<file path="src/rtl/dds_pg_pkg.sv">
package dds_pg_pkg;
  typedef enum logic [1:0] {
    SRC_FIXED  = 2'd0,
    SRC_PROG   = 2'd1,
    SRC_STREAM = 2'd2
  } src_mode_e;
endpackage

</file>
<file path="src/rtl/dds_pg_source.sv">
// Picks the increment or offset for the channel being served.
module dds_pg_source #(
  parameter int                    PHASE_W = 32,
  parameter int                    NUM_CH  = 4,
  parameter int                    CH_W    = 2,
  parameter dds_pg_pkg::src_mode_e MODE    = dds_pg_pkg::SRC_PROG,
  parameter logic [PHASE_W-1:0]    FIXED   = '0
) (
  input  logic               clk,
  input  logic               rst,
  input  logic               we,
  input  logic [CH_W-1:0]    wch,
  input  logic [PHASE_W-1:0] wdata,
  input  logic [CH_W-1:0]    sel_ch,
  input  logic [PHASE_W-1:0] stream_val,
  output logic [PHASE_W-1:0] val
);
  if (MODE == dds_pg_pkg::SRC_PROG) begin : g_prog
    logic [PHASE_W-1:0] regs [NUM_CH];
    for (genvar i = 0; i < NUM_CH; i++) begin : g_reg
      always_ff @(posedge clk) begin
        if (rst)                          regs[i] <= '0;
        else if (we && wch == CH_W'(i))   regs[i] <= wdata;
      end
      // a channel's stored value moves only when that channel is written
      assert_cfg_hold_R5: assert property (@(posedge clk) disable iff (rst)
        !(we && wch == CH_W'(i)) |=> $stable(regs[i]));
    end
    assign val = regs[sel_ch];
    logic unused_stream;
    assign unused_stream = ^stream_val;
  end else if (MODE == dds_pg_pkg::SRC_STREAM) begin : g_stream
    assign val = stream_val;
    logic unused_cfg;
    assign unused_cfg = ^{clk, rst, we, wch, wdata, sel_ch};
  end else begin : g_fixed
    assign val = FIXED;
    logic unused_all;
    assign unused_all = ^{clk, rst, we, wch, wdata, sel_ch, stream_val};
  end
endmodule

</file>
<file path="src/rtl/dds_pg_accum.sv">
// Round-robin channel pointer and per-channel phase accumulators.
module dds_pg_accum #(
  parameter int PHASE_W = 32,
  parameter int NUM_CH  = 4,
  parameter int CH_W    = 2
) (
  input  logic               clk,
  input  logic               rst,
  input  logic               step,
  input  logic [PHASE_W-1:0] inc,
  output logic [CH_W-1:0]    ch_ptr,
  output logic [PHASE_W-1:0] acc_next
);
  localparam logic [CH_W-1:0] LAST_CH = CH_W'(NUM_CH - 1);

  logic [PHASE_W-1:0] acc_q [NUM_CH];

  assign acc_next = acc_q[ch_ptr] + inc;

  always_ff @(posedge clk) begin
    if (rst)                   ch_ptr <= '0;
    else if (step)             ch_ptr <= (ch_ptr == LAST_CH) ? '0 : ch_ptr + 1'b1;
  end

  for (genvar i = 0; i < NUM_CH; i++) begin : g_ch
    always_ff @(posedge clk) begin
      if (rst)                                acc_q[i] <= '0;
      else if (step && ch_ptr == CH_W'(i))    acc_q[i] <= acc_next;
    end
    // only the channel's own turn may move its phase
    assert_chan_isolated_R6: assert property (@(posedge clk) disable iff (rst)
      !(step && ch_ptr == CH_W'(i)) |=> $stable(acc_q[i]));
  end

  // pointer holds on idle cycles and stays in range
  assert_ptr_hold_R3: assert property (@(posedge clk) disable iff (rst)
    !step |=> $stable(ch_ptr));
  assert_ptr_range_R3: assert property (@(posedge clk) disable iff (rst)
    ch_ptr <= LAST_CH);
endmodule

</file>
<file path="src/rtl/dds_phase_gen.sv">
module dds_phase_gen #(
  parameter int                    PHASE_W   = 32,
  parameter int                    NUM_CH    = 4,
  parameter dds_pg_pkg::src_mode_e INC_SRC   = dds_pg_pkg::SRC_PROG,
  parameter dds_pg_pkg::src_mode_e OFF_SRC   = dds_pg_pkg::SRC_PROG,
  parameter logic [PHASE_W-1:0]    FIXED_INC = PHASE_W'(1),
  parameter logic [PHASE_W-1:0]    FIXED_OFF = '0,
  localparam int                   CH_W      = (NUM_CH > 1) ? $clog2(NUM_CH) : 1
) (
  input  logic               clk,
  input  logic               rst,
  input  logic               in_valid,
  input  logic [PHASE_W-1:0] in_inc,
  input  logic [PHASE_W-1:0] in_off,
  input  logic               cfg_we,
  input  logic [CH_W-1:0]    cfg_ch,
  input  logic [PHASE_W-1:0] cfg_inc,
  input  logic [PHASE_W-1:0] cfg_off,
  output logic               out_valid,
  output logic [CH_W-1:0]    out_chan,
  output logic [PHASE_W-1:0] out_phase
);
  logic [CH_W-1:0]    ch_ptr;
  logic [PHASE_W-1:0] inc_sel, off_sel, acc_next;

  dds_pg_source #(.PHASE_W(PHASE_W), .NUM_CH(NUM_CH), .CH_W(CH_W),
                  .MODE(INC_SRC), .FIXED(FIXED_INC)) u_inc_src (
    .clk(clk), .rst(rst), .we(cfg_we), .wch(cfg_ch), .wdata(cfg_inc),
    .sel_ch(ch_ptr), .stream_val(in_inc), .val(inc_sel));

  dds_pg_source #(.PHASE_W(PHASE_W), .NUM_CH(NUM_CH), .CH_W(CH_W),
                  .MODE(OFF_SRC), .FIXED(FIXED_OFF)) u_off_src (
    .clk(clk), .rst(rst), .we(cfg_we), .wch(cfg_ch), .wdata(cfg_off),
    .sel_ch(ch_ptr), .stream_val(in_off), .val(off_sel));

  dds_pg_accum #(.PHASE_W(PHASE_W), .NUM_CH(NUM_CH), .CH_W(CH_W)) u_accum (
    .clk(clk), .rst(rst), .step(in_valid), .inc(inc_sel),
    .ch_ptr(ch_ptr), .acc_next(acc_next));

  // Offset adder sits outside the accumulator loop, then one output register.
  always_ff @(posedge clk) begin
    if (rst) begin
      out_valid <= 1'b0;
      out_chan  <= '0;
      out_phase <= '0;
    end else begin
      out_valid <= in_valid;
      if (in_valid) begin
        out_chan  <= ch_ptr;
        out_phase <= acc_next + off_sel;
      end
    end
  end

  // reset leaves a quiet output
  assert_reset_quiet_R1: assert property (@(posedge clk)
    rst |=> (!out_valid && out_chan == '0 && out_phase == '0));
  // one-cycle latency, no output without an input
  assert_valid_follows_R2: assert property (@(posedge clk) disable iff (rst)
    in_valid |=> out_valid);
  assert_no_spurious_R2: assert property (@(posedge clk) disable iff (rst)
    !in_valid |=> !out_valid);
  // output tag carries the served channel
  assert_tag_matches_R3: assert property (@(posedge clk) disable iff (rst)
    in_valid |=> out_chan == $past(ch_ptr));
endmodule

</file>
<file path="config.mk">
export PLATFORM = sky130hd
export DESIGN_NAME = dds_phase_gen
export DESIGN_NICKNAME = d
export VERILOG_FILES = /design/src/rtl/dds_pg_pkg.sv /design/src/rtl/dds_pg_source.sv /design/src/rtl/dds_pg_accum.sv /design/src/rtl/dds_phase_gen.sv
export SDC_FILE = /design/constraint.sdc
export NUM_CORES = 1
export LEC_CHECK = 0
export BUFFER_PORTS_ARGS = -buffer_cell sky130_fd_sc_hd__buf_2
export CORE_MARGIN = 2
export CORE_UTILIZATION = 55
export CTS_BUF_LIST = sky130_fd_sc_hd__clkbuf_8
export CTS_CLUSTER_DIAMETER = 50
export CTS_CLUSTER_SIZE = 25
export DETAILED_ROUTE_END_ITERATION = 10
export PLACE_DENSITY = 0.74
export SLEW_MARGIN = 20
export SYNTH_ARGS = -nofsm -noshare
export SYNTH_HDL_FRONTEND = slang
export SYNTH_HIERARCHICAL = 1
export SYNTH_SLANG_ARGS = --single-unit
</file>
<file path="constraint.sdc">
create_clock -name clk -period 7.3 [get_ports clk]
set_input_delay 0 -clock clk [delete_from_list [all_inputs] [get_ports clk]]
set_output_delay 0 -clock clk [all_outputs]
set_load 0.01 [all_outputs]
</file>
# Word level (Yosys, flattened, before mapping)
# Memories as Yosys holds them, arrays and structs flattened. A register that Yosys moved wholly into a read port is not among the register bits.
# Cells that the tools add are included.
dict set report word_totals {
  regBits 37
  ramBits 384
  in_bits 134
  elab_cells 83
  n_memories 3
}
# name depth word_bits read_ports rd_ports_with_merged_regs wr line
set mem_list {}
lappend mem_list {u_accum.acc_q 4 32 1 1 4 dds_pg_accum.sv:16} ;# logic [PHASE_W-1:0] acc_q [NUM_CH];
lappend mem_list {u_inc_src.g_prog.regs 4 32 1 1 4 dds_pg_source.sv:19} ;# logic [PHASE_W-1:0] regs [NUM_CH];
lappend mem_list {u_off_src.g_prog.regs 4 32 1 1 4 dds_pg_source.sv:19}
dict set report op_classes {
  add_sub_neg 3
  n_eq_ne 6
  muxes 45
  bitwise_logic 12
  reduce_logical 10
}
# cell n
set ops {}
lappend ops {{two-way mux 32 bit} 12}
lappend ops {{adder 32 bit} 2}
lappend ops {{two-way mux 1 bit} 26}
lappend ops {{two-way mux 2 bit} 7}
lappend ops {{bitwise OR 1 bit} 12}
lappend ops {{== test 2 bit (second input constant)} 4}
lappend ops {{logical AND 1 bit} 8}
lappend ops {{== test 2 x 1 -> 1 bit (second input constant)} 2}
lappend ops {{logical NOT 2 bit} 2}
lappend ops {{adder 2 x 1 -> 2 bit (second input constant)} 1}

# Longest topological paths before layout
dict set report depth {
  word_depth 6
  ltp_mapped 21
}

# Cells and area by module
# The synthesis kept the hierarchy.
# module n_inst cells_each area_per_inst_um2
set modules_own_cells {}
lappend modules_own_cells {dds_pg_source 2 358 5552.8}
lappend modules_own_cells {dds_pg_accum 1 683 7811.2}
lappend modules_own_cells {dds_phase_gen 1 345 2750.1}

# Worst setup path before layout
# OpenSTA, ideal clock, no wires.
dict set report synth_path {
  path_kind {reg2reg}
  start {register (tool-made name)}
  end {register out_phase[24]}
  setup_ps 116
  arrival_ps 4801
  t_required_ps 7184
  setup_slack_ps 2383
  stages_incl_launch_ff 21
  path_buffers 2
  synth_period_minus_slack_ps 4917
  path_cell_list {dfxtp_1 clkbuf_1 buf_2 mux4_2 ha_1 fa_1 a21o_1 and4_4 o2111ai_2 nand2_1 xnor2_1 inv_1 ha_1 nand4_1 inv_1 a21oi_1 o31ai_1 or2_1 and2_1 or3_1 a31o_2}
}
# element line
set synth_rtl {}
lappend synth_rtl {{to (signal assigned)} dds_phase_gen.sv:50} ;# out_phase <= acc_next + off_sel;
lappend synth_rtl {{to (decl)} dds_phase_gen.sv:21} ;# output logic [PHASE_W-1:0] out_phase

==> metrics <==
total grt overflow=0; post-layout minimum cycle time=5920 ps; max_cap viols=0; wire length per cell=21.6 µm; biggest area consumer among synthesized cells=edfxtp_1; WP data required=7770 ps; Post-DRT Antenna Nets=0; total track usage=26.0%; post-route cell area=24000 µm²; Seq/Total Area, Yosys=56.8%; Core Footprint=38700 µm²; DRT Wirelength=52.3 mm; Critical Path Sink Type=flop; ant diodes=0; Clock Skew=55.3 ps; largest family of logic cells by synthesized area=simple AND/OR/NAND/NOR gates; Compound-Gate Fraction of Synth Area=7.81%; final setup violation count=0; CTS tree=built; FF+latch count, synth=423; initial antenna violation count=0; FMAX=0.169 GHz; 1st-iter DRT viols=1312; Yosys top cell area share=53.2%; TritonCTS buffer count=37; power density cells=311 nW/µm²; Adder-Cell Fraction of Synth Area=4.00%; YS warnings=6; largest net degree at the start of global routing=65; main flop type after synthesis=edfxtp_1; leakage dissipation=8.71 nW; overall power=0.00746 W; share of layout cells above drive strength 1=17.9%; max-slew violation count=0; actual slew at the worst max-slew pin=1060 ps; mux share of post-synthesis cell area=10.9%; most frequent cells after synthesis=nor2_1, edfxtp_1, mux4_2; Via-to-Cell Ratio=6.01; Post-CTS Setup Bufs=0; clk root buf=clkbuf_8; number of synthesized flops with an enable pin=384; slowest stage delay, CP=810 ps; H-tree levels=2; outcome=finished clean; vias=14500; Hold WC Path Type=in2reg; worst path bufs/invs=0; Slew headroom=29.2%; RSZ-0062 raised after global routing=false; vias in the first global route=14700; Die X=202 µm; Longest Clk Path Bufs=3; Synth area leaders=edfxtp_1, mux4_2, nor2_1; total die area=41000 µm²; Tcrit/Tclk final=81.0%; most common cell in the netlist=nor2_1; Cells after Synth=1744; Clock transition at path regs=110 ps; Final Hold Fails=0; hpwl dp=34.7 mm; Setup TNS Final=0 ps; Startpoint Class=flop; Die Y=202 µm; TritonRoute pass-1 iters=6; Rows=72; post-route non-filler standard cell count=2418; first-pass GRT wire length=82.4 mm; Cell Count Post-Placement=2285; initial core utilization=55.9%; layout overhead on the synthesized area=10.8%; delay-heaviest family, CP=compound AO/OA/AOI/OAI gates; Worst-Skew Late Latency=620 ps; syn_nets=1946; Post-synth ARST share=0%; number of port buffers=104; Synth Area in Simple Gates=15.2%; critical path's slowest cell=dfxtp_4; placer congestion estimate=0.939; Synth Cell Area=21700 µm²; Synth Area per Inst=12.4 µm²; critical path arrival=6390 ps; Clock Sinks=423; nets=2073; residual DRC count=0; critical path class=reg2reg; maximum VDD drop=0.197 mV; Final Core Density=62.0%; CP cell instances=mux4_1 > ha_1 > fa_1 > a21o_1 > and4_4 > o211ai_1 > a21oi_1 > nor3_1 > nor2_1 > ha_1 > a21oi_1 > o21ai_0 > a211oi_1 > nor2_1 > o31ai_2 > o41ai_2 > xnor2_1 > a22o_1; Yosys cell types=86; placed cell area=22500 µm²; io pins=169; maximum net fanout on the critical path=33; XOR/XNOR share of the synthesized area=1.62%
-- per-layer routing --
layer  vias up  global-route usage (%)  wire, µm  part of all wire (%)
met5         -                       0         0                     0
met4         0                    7.12      1060                   2.0
met3        71                    2.83      3340                   6.4
met2       525                    44.5     26400                    50
met1      7185                    35.5     21500                    41
li1       6755                       -         -                     -
-- cells in the final DEF, fill, tap and decap left out, types with 11 or more instances in the layout --
cell type / instances
nor2_1: 398
edfxtp_1: 384
buf_2: 104
mux4_2: 92
nand2_1: 79
a21oi_1: 68
ha_1: 66
nand3b_1: 65
dlygate4sd3_1: 65
inv_1: 42
o21ai_0: 41
clkbuf_8: 40
dfxtp_1: 36
nor3_1: 28
xnor2_1: 28
buf_4: 27
nand4_1: 22
nor3b_1: 21
mux2i_1: 18
o21ai_1: 16
o211ai_1: 14
o21a_1: 14
a21o_1: 13
nand2b_1: 13
xor2_1: 12
and2_1: 11
nand3_1: 11
-- cells by family (layout without fill, tap and decap cells) --
kind of cell	count (synthesis)	after routing
compound gates	251	251
buf+inv	149	305
mux	115	115
flops	423	423
xor+xnor	40	40
simple gates	698	698
fa+ha+maj	68	68
-- final timing paths --
check | start | endpoint | slack (ps) | cells after the start
setup / recovery | u_accum/ch_ptr[0]$_SDFFE_PP0P_ | out_phase[31]$_SDFFE_PP0P_ | 1380 | 18
setup reg to reg | u_accum/ch_ptr[0]$_SDFFE_PP0P_ | out_phase[31]$_SDFFE_PP0P_ | 1380 | 18
hold reg to reg | out_phase[22]$_SDFFE_PP0P_ | out_phase[22]$_SDFFE_PP0P_ | 460 | 2
hold / removal | in_valid | out_phase[12]$_SDFFE_PP0P_ | 60 | 3
-- layout make-up --
type	instances	area, µm²
clock buffers	40	551
clock inverters	28	355
fillers	2992	14700
inverters	41	154
multi-input cells	1172	8610
flip-flops and latches	423	12300
well taps	518	648
repair buffers	196	1370
-- sequential cells by signal (all words and copies together) (netlist names), named ones only --
signal and count:
u_accum/ch_ptr 2, u_off_src/g_prog.regs 128, out_valid 1, u_inc_src/g_prog.regs 128
u_accum/acc_q 128, out_chan 2, out_phase 32
-- power breakdown --
group          leakage [nW]  internal [W]  switching, W
clock                 0.451      0.000659      0.000934
sequential             4.18       0.00289      0.000104
combinational          4.07       0.00107       0.00180
total                  8.71       0.00462       0.00284
-- tightest hold or removal path: stages --
cell	delay (ps)
buf_2	360
nor2_1	200
a311oi_1	50
-- timing repair --
| item | 4_1_cts | 5_1_grt |
|---|---|---|
| gates resized for setup | 0 | 0 |
| endpoints found under the hold margin | 269 | 0 |
| hold buffers | 65 | 0 |
| endpoints found under the setup margin | 0 | 0 |
-- through the flow --
step,setup slack (ps),hold WS (ps)
floorplan,2380,248
global placement,1520,352
detailed placement,1470,365
CTS,1400,32.3
global route,982,78.8
finish,1380,64.2
(Power assumes the default switching activity.)
